<file path="config.mk">
export PLATFORM = sky130hd
export DESIGN_NAME = bcd_countdown_timer
export DESIGN_NICKNAME = d
export VERILOG_FILES = /design/src/rtl/bcd_timer_pkg.sv /design/src/rtl/btn_edge.sv /design/src/rtl/bcd_digit.sv /design/src/rtl/timer_ctrl.sv /design/src/rtl/bcd_countdown_timer.sv
export SDC_FILE = /design/constraint.sdc
export NUM_CORES = 1
export LEC_CHECK = 0
export ABC_CLOCK_PERIOD_IN_PS = 7600
export BUFFER_PORTS_ARGS = -buffer_cell sky130_fd_sc_hd__buf_2
export CORE_ASPECT_RATIO = 1.25
export CORE_UTILIZATION = 60
export CTS_CLUSTER_SIZE = 24
export DETAILED_ROUTE_END_ITERATION = 6
export GPL_TIMING_DRIVEN = 0
export HOLD_SLACK_MARGIN = 0.1
export PLACE_DENSITY = 0.8
export SYNTH_ARGS = -nofsm -noshare
export SYNTH_HDL_FRONTEND = slang
export SYNTH_SLANG_ARGS = --single-unit
</file>
<file path="constraint.sdc">
create_clock -name clk -period 7.6 [get_ports clk]
set_input_delay 1.52 -clock clk [delete_from_list [all_inputs] [get_ports clk]]
set_output_delay 1.52 -clock clk [all_outputs]
set_load 0.1 [all_outputs]
</file>
<file path="src/rtl/bcd_timer_pkg.sv">
package bcd_timer_pkg;

    localparam int BCD_W = 4;
    typedef logic [BCD_W-1:0] bcd_t;
    localparam bcd_t BCD_TOP  = 4'd9;
    localparam bcd_t BCD_ZERO = 4'd0;

    typedef enum logic [2:0] {
        ST_IDLE     = 3'd0,
        ST_SET_TENS = 3'd1,
        ST_SET_ONES = 3'd2,
        ST_RUN      = 3'd3,
        ST_STOP     = 3'd4
    } tmr_state_e;

    typedef struct packed {
        logic start_stop;
        logic set_tens;
        logic set_ones;
    } btn_evt_t;

    localparam int NUM_BTN = $bits(btn_evt_t);

    typedef struct packed {
        logic up;
        logic dn;
    } dig_cmd_t;

    function automatic bcd_t bcd_inc(input bcd_t v);
        return (v >= BCD_TOP) ? BCD_ZERO : bcd_t'(v + 1'b1);
    endfunction

    function automatic bcd_t bcd_dec(input bcd_t v);
        return (v == BCD_ZERO || v > BCD_TOP) ? BCD_TOP : bcd_t'(v - 1'b1);
    endfunction

endpackage

</file>
<file path="src/rtl/btn_edge.sv">
module btn_edge #(
    parameter int NUM         = 3,
    parameter int SYNC_STAGES = 2
) (
    input  logic           clk,
    input  logic           rst,
    input  logic [NUM-1:0] raw,
    output logic [NUM-1:0] pulse
);
    localparam int TOP = SYNC_STAGES - 1;

    for (genvar i = 0; i < NUM; i++) begin : g_btn
        logic [SYNC_STAGES-1:0] sh;
        logic                   prev;

        always_ff @(posedge clk) begin
            if (rst) begin
                sh   <= '0;
                prev <= 1'b0;
            end else begin
                sh   <= {sh[SYNC_STAGES-2:0], raw[i]};
                prev <= sh[TOP];
            end
        end

        assign pulse[i] = sh[TOP] & ~prev;

        AST_SINGLE_PULSE: assert property (@(posedge clk) disable iff (rst)
            pulse[i] |=> !pulse[i]) else $error("press pulse lasted two cycles");
    end
endmodule

</file>
<file path="src/rtl/bcd_digit.sv">
module bcd_digit
    import bcd_timer_pkg::*;
(
    input  logic     clk,
    input  logic     rst,
    input  dig_cmd_t cmd,
    output bcd_t     value,
    output logic     at_zero,
    output logic     at_nine
);
    bcd_t cur, nxt;

    always_comb begin
        unique case ({cmd.up, cmd.dn})
            2'b10:   nxt = bcd_inc(cur);
            2'b01:   nxt = bcd_dec(cur);
            default: nxt = cur;
        endcase
    end

    always_ff @(posedge clk) begin
        if (rst) cur <= BCD_ZERO;
        else     cur <= nxt;
    end

    assign value   = cur;
    assign at_zero = (cur == BCD_ZERO);
    assign at_nine = (cur == BCD_TOP);

    AST_DIGIT_RANGE: assert property (@(posedge clk) disable iff (rst)
        value <= BCD_TOP) else $error("digit out of BCD range");
    AST_UP_WRAP: assert property (@(posedge clk) disable iff (rst)
        (cmd.up && !cmd.dn && at_nine) |=> at_zero) else $error("up wrap wrong");
    AST_DN_WRAP: assert property (@(posedge clk) disable iff (rst)
        (cmd.dn && !cmd.up && at_zero) |=> at_nine) else $error("down wrap wrong");
    AST_HOLD: assert property (@(posedge clk) disable iff (rst)
        (cmd.up == cmd.dn) |=> $stable(value)) else $error("digit moved without command");
endmodule

</file>
<file path="src/rtl/timer_ctrl.sv">
module timer_ctrl
    import bcd_timer_pkg::*;
(
    input  logic       clk,
    input  logic       rst,
    input  btn_evt_t   evt,
    input  logic       tick_en,
    input  logic       tens_zero,
    input  logic       ones_zero,
    output dig_cmd_t   tens_cmd,
    output dig_cmd_t   ones_cmd,
    output logic       alarm,
    output tmr_state_e state
);
    tmr_state_e nxt_state;
    logic       nxt_alarm;
    logic       any_press;
    logic       expired;

    assign any_press = evt.start_stop | evt.set_tens | evt.set_ones;
    assign expired   = tens_zero & ones_zero;

    always_comb begin
        nxt_state = state;
        nxt_alarm = alarm;
        tens_cmd  = '0;
        ones_cmd  = '0;
        if (alarm) begin
            if (any_press) begin
                nxt_state = ST_IDLE;
                nxt_alarm = 1'b0;
            end
        end else begin
            unique case (state)
                ST_IDLE, ST_STOP: begin
                    if (evt.start_stop)    nxt_state = ST_RUN;
                    else if (evt.set_tens) nxt_state = ST_SET_TENS;
                    else if (evt.set_ones) nxt_state = ST_SET_ONES;
                end
                ST_SET_TENS: begin
                    if (evt.start_stop)    nxt_state = ST_RUN;
                    else if (evt.set_tens) tens_cmd.up = 1'b1;
                    else if (evt.set_ones) nxt_state = ST_SET_ONES;
                end
                ST_SET_ONES: begin
                    if (evt.start_stop)    nxt_state = ST_RUN;
                    else if (evt.set_ones) ones_cmd.up = 1'b1;
                    else if (evt.set_tens) nxt_state = ST_SET_TENS;
                end
                ST_RUN: begin
                    if (expired) begin
                        nxt_state = ST_STOP;
                        nxt_alarm = 1'b1;
                    end else if (evt.start_stop) begin
                        nxt_state = ST_STOP;
                    end else if (tick_en) begin
                        ones_cmd.dn = 1'b1;
                        tens_cmd.dn = ones_zero;
                    end
                end
                default: nxt_state = ST_IDLE;
            endcase
        end
    end

    always_ff @(posedge clk) begin
        if (rst) begin
            state <= ST_IDLE;
            alarm <= 1'b0;
        end else begin
            state <= nxt_state;
            alarm <= nxt_alarm;
        end
    end

    AST_ALARM_FROM_RUN: assert property (@(posedge clk) disable iff (rst)
        $rose(alarm) |-> ($past(state) == ST_RUN && state == ST_STOP)) else $error("alarm not from run");
    AST_ALARM_HOLD: assert property (@(posedge clk) disable iff (rst)
        (alarm && !any_press) |=> alarm) else $error("alarm dropped without press");
    AST_ALARM_CLEAR: assert property (@(posedge clk) disable iff (rst)
        (alarm && any_press) |=> (!alarm && state == ST_IDLE)) else $error("alarm clear wrong");
    AST_RUN_EXPIRES: assert property (@(posedge clk) disable iff (rst)
        (state == ST_RUN && tens_zero && ones_zero) |=> alarm) else $error("no alarm at 00");
endmodule

</file>
<file path="src/rtl/bcd_countdown_timer.sv">
module bcd_countdown_timer
    import bcd_timer_pkg::*;
#(
    parameter int SYNC_STAGES = 2
) (
    input  logic       clk,
    input  logic       rst,
    input  logic       tick_en,
    input  logic       btn_start_stop,
    input  logic       btn_set_tens,
    input  logic       btn_set_ones,
    output logic [3:0] tens_bcd,
    output logic [3:0] ones_bcd,
    output logic       alarm
);
    logic [NUM_BTN-1:0] raw_btn;
    logic [NUM_BTN-1:0] btn_pulse;
    btn_evt_t           evt;
    dig_cmd_t           tens_cmd, ones_cmd;
    logic               tens_zero, ones_zero;
    logic               tens_nine, ones_nine;
    bcd_t               tens_val, ones_val;
    tmr_state_e         state;

    assign raw_btn = {btn_start_stop, btn_set_tens, btn_set_ones};
    assign evt     = btn_evt_t'(btn_pulse);

    btn_edge #(.NUM(NUM_BTN), .SYNC_STAGES(SYNC_STAGES)) u_btn (
        .clk(clk), .rst(rst), .raw(raw_btn), .pulse(btn_pulse)
    );

    bcd_digit u_tens (
        .clk(clk), .rst(rst), .cmd(tens_cmd),
        .value(tens_val), .at_zero(tens_zero), .at_nine(tens_nine)
    );

    bcd_digit u_ones (
        .clk(clk), .rst(rst), .cmd(ones_cmd),
        .value(ones_val), .at_zero(ones_zero), .at_nine(ones_nine)
    );

    timer_ctrl u_ctrl (
        .clk(clk), .rst(rst), .evt(evt), .tick_en(tick_en),
        .tens_zero(tens_zero), .ones_zero(ones_zero),
        .tens_cmd(tens_cmd), .ones_cmd(ones_cmd),
        .alarm(alarm), .state(state)
    );

    assign tens_bcd = tens_val;
    assign ones_bcd = ones_val;

    AST_BORROW_SRC: assert property (@(posedge clk) disable iff (rst)
        tens_cmd.dn |-> (ones_cmd.dn && ones_zero)) else $error("borrow without ones at 0");
    AST_BORROW_WRAP: assert property (@(posedge clk) disable iff (rst)
        (ones_cmd.dn && ones_zero) |=> ones_nine) else $error("ones did not wrap to 9");
    AST_NO_SET_IN_RUN: assert property (@(posedge clk) disable iff (rst)
        (state == ST_RUN) |-> (!tens_cmd.up && !ones_cmd.up)) else $error("set in run");
    AST_NO_TICK_OUTSIDE_RUN: assert property (@(posedge clk) disable iff (rst)
        (state != ST_RUN) |-> (!tens_cmd.dn && !ones_cmd.dn)) else $error("count outside run");
endmodule

</file>
Yosys cells after proc, flatten, opt, wreduce, memory -nomap -nowiden:

Cells that the tools add are included.

* bits of input ports: 6
* output and inout port bits: 9
* flip-flop bits (word level): 21
* word-level logic and storage cells: 88

* $lt $le $gt $ge: 4
* reductions and logical operators: 9
* $add $sub $neg: 4
* mux-type cells: 39
* bitwise logic cells: 9
* eq/ne operators: 13

Operator list (number)
* $mux W3: 12
* $mux W1: 18
* $mux W4: 4
* $pmux W4 S2: 2
* $pmux W3 S4: 1
* $add A4 B1 Y4 const B: 2
* $ge A4 B4 Y1 const B: 2
* $gt A4 B4 Y1 const B: 2
* $logic_not A4 Y1: 2
* $ne A4 B1 Y1 const B: 2
* $ne A4 B3 Y1 const B: 2
* $sub A4 B1 Y4 const B: 2
* $eq A3 B2 Y1 const B: 2
* $reduce_and A5 Y1: 1
* $and A1 B1 Y1: 4
* $eq A2 B1 Y1 const B: 2
* $eq A2 B2 Y1 const B: 2
* $mux W2: 2
* $reduce_bool A2 Y1: 2
* $eq A3 B1 Y1 const B: 1
* $eq A3 B3 Y1 const B: 1
* $logic_not A3 Y1: 1
* $not A1 Y1: 3
* $logic_or A1 B1 Y1: 2
* 3 further kinds: 4

Logic depth before layout (Yosys ltp):

Gate-level depths: netlist of the first run.

* word-level depth: 8
* depth in mapped cells: 12
* depth with buffers taken out: 11

Hierarchy:

From an unflattened synthesis of the first run, not the netlist that was laid out.

* cells, all modules: 158
* area total of the unflattened synthesis: 1468.9 µm²

By module, submodules not included
* bcd_digit: instances 2, seq. area each 80.1 µm², area each 437.9 µm², cells an instance 48
* timer_ctrl: instances 1, seq. area each 80.1 µm², area each 337.8 µm², cells an instance 41
* btn_edge: instances 1, seq. area each 180.2 µm², area each 255.2 µm², cells an instance 21

Worst setup path before layout of the first run:

No wires, ideal clock.

* path kind: flip-flop to flip-flop
* start: register u_ones.cur[0] (netlist: u_ones.value[0])
* end: register u_tens.cur[3] (netlist: u_tens.value[3])
* arrival: 3168 ps
* period minus slack after synthesis: 3264 ps
* setup time: 96 ps
* stages on the path, launching flop included: 13
* data required time: 7504 ps
* path buffers: 1
* setup slack: 4336 ps
* cells stage by stage: dfxtp_1 inv_1 ha_1 or3b_4 nor2_8 nor3_1 and2b_2 ha_1 clkbuf_1 nor2_1 nor3_1 a221oi_1 a221oi_1

* word-level cells in the longest chain between the ends: 8
* elaborated cells on any way between the ends: 11
* those cells by class: eq/ne: 2; mux: 6; bitwise: 1; reduce/logical: 2

Ends and longest elaborated chain
* start, declared: RTL line bcd_digit.sv:11 `bcd_t cur, nxt;`
* start signal, assigned: RTL line bcd_digit.sv:23 `else cur <= nxt;`
* $logic_not A4 Y1 *: RTL line bcd_digit.sv:27 `assign at_zero = (cur == BCD_ZERO);`
* $mux W1: RTL line timer_ctrl.sv:56 `end else if (tick_en) begin`
* $mux W1: RTL line timer_ctrl.sv:54 `end else if (evt.start_stop) begin`
* $mux W1 *: RTL line timer_ctrl.sv:51 `if (expired) begin`
* $mux W1 *: RTL line timer_ctrl.sv:34 `unique case (state)`
* $mux W2 *: RTL line timer_ctrl.sv:28 `if (alarm) begin`
* $eq A2 B1 Y1 or $eq A2 B2 Y1 (tied branches): RTL line bcd_digit.sv:14 `unique case ({cmd.up, cmd.dn})`
* $pmux W4 S2 or $reduce_bool A2 Y1 (tied branches)
* end signal, assigned: RTL line bcd_digit.sv:23
* end, declared: RTL line bcd_digit.sv:11

Mark *: on every way between the ends. The rest lies on a longest branch, timed or not.
A chain may end at the register's enable or synchronous reset.

Worst setup path in the final report of the first run:

Same ends and word-level chain as after synthesis.

==> results of run 1 <==
kinds of logic after synthesis:
logic type,after synthesis,synth area share
AO/OA/AOI/OAI,45,0.217
adder cells (fa/ha/maj),8,0.0767
buffers and inverters,16,0.0527
flip-flops,21,0.322
multiplexers,2,0.0163
AND/OR/NAND/NOR,72,0.315
cells in the final DEF (no fill, tap or decap), types with 2 or more instances in the layout:
master    Yosys  routed
nor2b_1      14      14
nor2_1       11      11
a21oi_1      14      14
ha_1          8       8
clkbuf_4      0       3
o21ai_0      12      12
nand3_1       4       4
nand4b_1      2       2
dfxtp_1      21      21
nand2b_1      6       6
buf_2         1      15
a221oi_1      3       3
nor3_1        5       5
or4_1         2       2
inv_1        10      10
or3b_4        2       2
clkbuf_1      4       4
and3_1        2       2
nand2_1      16      16
power groups by stage:
| stage | combinational, mW | clock, mW | sequential [mW] |
|---|---|---|---|
| final | 0.0314 | 0.0558 | 0.116 |
| after detailed placement | 0.0310 | 0 | 0.118 |
| after floorplan | 0.0214 | 0 | 0.121 |
| after global routing | 0.0344 | 0.0611 | 0.116 |
| after global placement | 0.0300 | 0 | 0.118 |
| after CTS | 0.0311 | 0.0572 | 0.116 |
state kept, by name, indices dropped and copies added, names as in the netlist:
name / flops
u_ones.value: 4
u_btn.g_btn.sh: 6
u_tens.value: 4
u_ctrl.alarm: 1
u_btn.g_btn.prev: 3
u_ctrl.state: 3
routing by layer:
layer | up-vias | routed length (um) | global-route usage
met2 | 39 | 1200 | 0.373
met5 | - | 0 | 0
met3 | 4 | 118 | 0.0403
met4 | 0 | 26 | 0.0625
met1 | 559 | 1170 | 0.312
li1 | 622 | - | -
area by class of cell:
class,count,area (sq um),share of cell area
Multi-Input combinational cell,127,816,0.570
Timing Repair Buffer,14,70.1,0.0490
Tap cell,20,25.0,0.0175
Inverter,10,37.5,0.0262
Sequential cell,21,420,0.294
Clock inverter,1,7.51,0.00525
Clock buffer,3,22.5,0.0157
Buffer,6,31.3,0.0219
path summary, 6_finish.rpt:
check	from	to	slack (ps)	depth (start not counted)
max	u_ones.value[0]	u_tens.value[3]	4640	12
min	u_btn.g_btn[2].sh[0]	u_btn.g_btn[2].sh[1]	450	1
max reg2reg	u_ones.value[0]	u_tens.value[3]	4640	12
min reg2reg	u_btn.g_btn[2].sh[0]	u_btn.g_btn[2].sh[1]	450	1
==> flow_summary.yaml, run 1 <==
power_and_ir_drop:
  netSwitchingFraction: 0.279
  power_density_nw_per_um2: 142
  total_power_mw: 0.203
  seqPwrFrac: 0.571
  p_comb_frac: 0.155
  p_leak_nw: 0.579
  p_int_mw: 0.146
  clock_power_share: 0.275
  p_sw_mw: 0.0566
  irDropWorstVdd_mv: 0.133
clock_network:
  clkSinkCount: 21
  cts_made_buffers: 3
  cts_setup_buffers: 0
  ctsHoldBuffers: 0
  tritoncts: "yes"
  root_buffer: "clkbuf_4"
  insertion_delay_ps: 310
  clock_path_buffers: 2
  cts.clk_slew.worst_paths_ps: 120
  cts.repair.resized: 0
  h-tree-depth: 1
floorplanning:
  boundaryPins: 15
  die-area_sq_um: 2370
  fp.dieW_um: 43.7
  initial_core_util: 0.651
  rows: 18
  die_y_um: 54.1
  coreArea_sq_um: 2000
synth:
  yosysMostFrequentCell: "dfxtp_1"
  synth_fp_nets: 178
  netlist_top_cells_count: "dfxtp_1, nand2_1, a21oi_1, nor2b_1, o21ai_0"
  synth_area_leaders: "dfxtp_1, ha_1, nor2b_1"
  syn_area_per_cell_sq_um: 7.96
  synth-edff-count: 0
  ys.flop_type: "dfxtp_1"
  synth_top_cell_area_share: 0.322
  synthCells: 164
  synth_area_leader_cell: "dfxtp_1"
  ys_warn_count: 0
  synth_seq_cells: 21
  syn_area_sq_um: 1310
  ys_seq_area_frac: 0.322
  ys_types: 45
  synth-async-reset-ratio: 0
sta:
  rsz0062_at_grt: "false"
  slew_violations: 0
  finalHoldViolCount: 0
  setup_viol_count_final: 0
  tightest_slew_ps: 504
  skew_ps: 1.12
  final.setup.worst_slack_ps: 4640
  fmax_mhz: 338
  fin_tns_setup_ps: 0
  period_needed_ps: 2960
  fin_crit_sh: 0.389
  max_slew_margin: 0.664
  timing.hold.ws_ps: 448
worst_setup_path:
  worst-path-buf-inv: 2
  cp-end-kind: "flip-flop"
  crit_fanout: 10
  path_class: "flip-flop to flip-flop"
  critPathTopFamily: "simple AND/OR/NAND/NOR gates"
  critPathSlowestCell: "or3b_4"
  cp_cell_sequence: "inv_1 -> ha_1 -> or3b_4 -> nor2_8 -> nor3_1 -> and2b_2 -> ha_1 -> clkbuf_1 -> or4_1 -> nand2_1 -> a221oi_1 -> a221oi_1"
  start_kind: "flip-flop"
  crit_arrival_ps: 3180
  cp_data_required_time_ps: 7830
  critPathMaxStageDelay_ps: 450
routing:
  viasPerCell: 6.06
  first_pass_iters: 4
  drc: 0
  finalWirelength_um: 2520
  vias: 1224
  final_antenna_net_count: 0
  drtIter0Drc: 30
  wire_per_inst_um: 12.5
global_route:
  overflow: 0
  grt.total_usage: 0.230
  grt_max_degree: 14
  grt_pass1_vias: 999
  grt_pass1_wl_um: 4150
  antenna_found_initial: 0
placement:
  dp_cells: 198
  place_ws_ps: 4360
  place_area_sq_um: 1400
  gp_congestion: 0.894
  io_buffer_count: 14
  dpl.hpwl_um: 1870
hold_path:
  hold_class: "flip-flop to flip-flop"
final_layout:
  fin_util: 0.713
  fillers: 167
  fin_cells: 202
  syn2layout_area_growth_pct: 9.59
  num_antenna_cells: 0
  design_area_sq_um: 1430
  fin_nets: 197
  drive_gt1_frac: 0.143
status:
  status: "finished, final reports clean"
flow_run:
  max-cap-violations: 0
No activity file was read; power rests on OpenSTA's default activity.
==> inputs of run 2 (changes only) <==
Settings changed: ABC_CLOCK_PERIOD_IN_PS 7600 to 2760, CORE_UTILIZATION 60 to 57, PLACE_DENSITY 0.8 to 0.76.
Clock period 7.6 ns to 2.76 ns, I/O delays scaled along.
==> run 2 against run 1 <==
Effect of this change: critical path depth fell by 1; first-iteration DRC count is 63% higher; combinational power increased to 2.8 times the previous value; fmax increased by 14%; via count increased by 0.33%; die area grew 5.0%; clock-buffer cell count stayed put; global-route usage down 0.74 points; sequential share of layout area rose by 0.12 points; worst setup slack got worse by 4500 ps; final area grew 4.6%; non-clock buffer count stayed put; highest routed layer unchanged.
==> flow_summary.yaml, run 2 (synthesized netlist as in run 1, its figures left out) <==
sta:
  rsz0062_at_grt: "false"
  tightest_slew_ps: 491
  fmax_mhz: 384
  setup_viol_count_final: 0
  slew_violations: 0
  max_slew_margin: 0.673
  finalHoldViolCount: 0
  final.setup.worst_slack_ps: 155
  skew_ps: 9.45
  period_needed_ps: 2600
  fin_tns_setup_ps: 0
  fin_crit_sh: 0.944
power_and_ir_drop:
  clock_power_share: 0.272
  p_int_mw: 0.401
  total_power_mw: 0.554
  netSwitchingFraction: 0.276
  irDropWorstVdd_mv: 0.420
  p_comb_frac: 0.157
  p_leak_nw: 0.591
  power_density_nw_per_um2: 370
  p_sw_mw: 0.153
  seqPwrFrac: 0.571
clock_network:
  cts_made_buffers: 3
  cts.clk_slew.worst_paths_ps: 120
  clock_path_buffers: 2
  ctsHoldBuffers: 0
  h-tree-depth: 1
  root_buffer: "clkbuf_4"
  clkSinkCount: 21
  tritoncts: "yes"
  insertion_delay_ps: 310
routing:
  drc: 0
  finalWirelength_um: 2500
  vias: 1228
  wire_per_inst_um: 11.7
  final_antenna_net_count: 0
  viasPerCell: 5.77
  drtIter0Drc: 49
  first_pass_iters: 5
floorplanning:
  rows: 19
  boundaryPins: 15
  coreArea_sq_um: 2190
  die_y_um: 55.5
  initial_core_util: 0.597
  die-area_sq_um: 2490
  fp.dieW_um: 44.8
hold_path:
  hold_depth: 2
  hold_class: "input pin to flip-flop"
worst_setup_path:
  rr_worst_depth: 11
  critPathSlowestCell: "or3b_4"
  crit_top_cell: "a221oi_1"
  worst-path-buf-inv: 1
  cp_num_cells: 11
  cp_cell_sequence: "inv_1 -> ha_4 -> or3b_4 -> nor2_8 -> nor3_1 -> and2b_2 -> ha_2 -> or4_1 -> nand2_1 -> a221oi_1 -> a221oi_1"
  critPathMaxStageDelay_ps: 420
  start_kind: "flip-flop"
  cp-end-kind: "flip-flop"
  crit_fanout: 10
  critPathTopFamily: "simple AND/OR/NAND/NOR gates"
  crit_arrival_ps: 2810
  cp_data_required_time_ps: 2970
  path_class: "flip-flop to flip-flop"
global_route:
  antenna_found_initial: 0
  grt_pass1_vias: 1056
  overflow: 0
  grt_pass1_wl_um: 4270
  grt_max_degree: 14
  grt.total_usage: 0.223
final_layout:
  drive_gt1_frac: 0.231
  fin_nets: 197
  layout_common_cells: "nand2_1, buf_2, nor2b_1, a21oi_1"
  largest-register: "u_btn.g_btn.sh"
  num_antenna_cells: 0
  fin_cells: 213
  syn2layout_area_growth_pct: 14.7
  largest_reg_flops: 6
  fillers: 190
  final_common_cell: "nand2_1"
  reg.largest.list: "u_btn.g_btn.sh (6), u_ones.value (4), u_tens.value (4)"
placement:
  io_buffer_count: 14
  gp_congestion: 0.887
  dpl.hpwl_um: 1900
  place_ws_ps: 16.5
  dp_cells: 209
status:
  status: "finished, final reports clean"
flow_run:
  max-cap-violations: 0
## run 2: cell types whose count changed in the layout (fill, tap and decap cells not counted), sizes merged
cell	before	now
buf	16	17
clkbuf	7	6
## run 2: cell type report
type | count | area (sq um) | share of cell area
flip-flops and latches | 21 | 442 | 0.295
repair buffers | 15 | 77.6 | 0.0518
clock inverters | 1 | 7.51 | 0.00502
clock buffers | 3 | 22.5 | 0.0151
inverters | 10 | 37.5 | 0.0251
multi-input cells | 127 | 843 | 0.564
plain buffers | 5 | 27.5 | 0.0184
well taps | 31 | 38.8 | 0.0259
## run 2: per-stage QoR
step | cell area, sq um | hold WS, ps | utilization
global route | 1500 | 432 | 0.684
detailed placement | 1440 | 425 | 0.659
floorplan | 1330 | 414 | -
finish | 1500 | 447 | 0.684
global placement | 1440 | 416 | 0.659
CTS | 1470 | 440 | 0.674
## run 2: worst paths after layout
path,from,to,slack [ps]
max reg2reg,u_tens.value[1],u_tens.value[3],160
max,u_tens.value[1],u_tens.value[3],160
min,btn_start_stop,u_btn.g_btn[2].sh[0],450
min reg2reg,u_btn.g_btn[2].sh[0],u_btn.g_btn[2].sh[1],450
## run 2: power groups by stage
stage,clock network [mW],registers (mW),logic [mW]
5_1_grt,0.172,0.317,0.0961
2_1_floorplan,0,0.331,0.0591
3_3_place_gp,0,0.322,0.0835
4_1_cts,0.159,0.316,0.0855
3_5_place_dp,0,0.323,0.0849
6_report,0.151,0.316,0.0870
## run 2: per-layer routing
| layer | share of wire | up-vias | global-route usage |
|---|---|---|---|
| met5 | 0 | - | 0 |
| met4 | 0.014 | 0 | 0.0952 |
| met3 | 0.042 | 4 | 0.0196 |
| met2 | 0.50 | 32 | 0.366 |
| met1 | 0.45 | 571 | 0.289 |
| li1 | - | 621 | - |
## run 2: what timing repair did
action	CTS	global route
endpoints found under the hold margin	0	0
gates resized for setup	0	3
endpoints found under the setup margin	1	1
buffers inserted	1	0
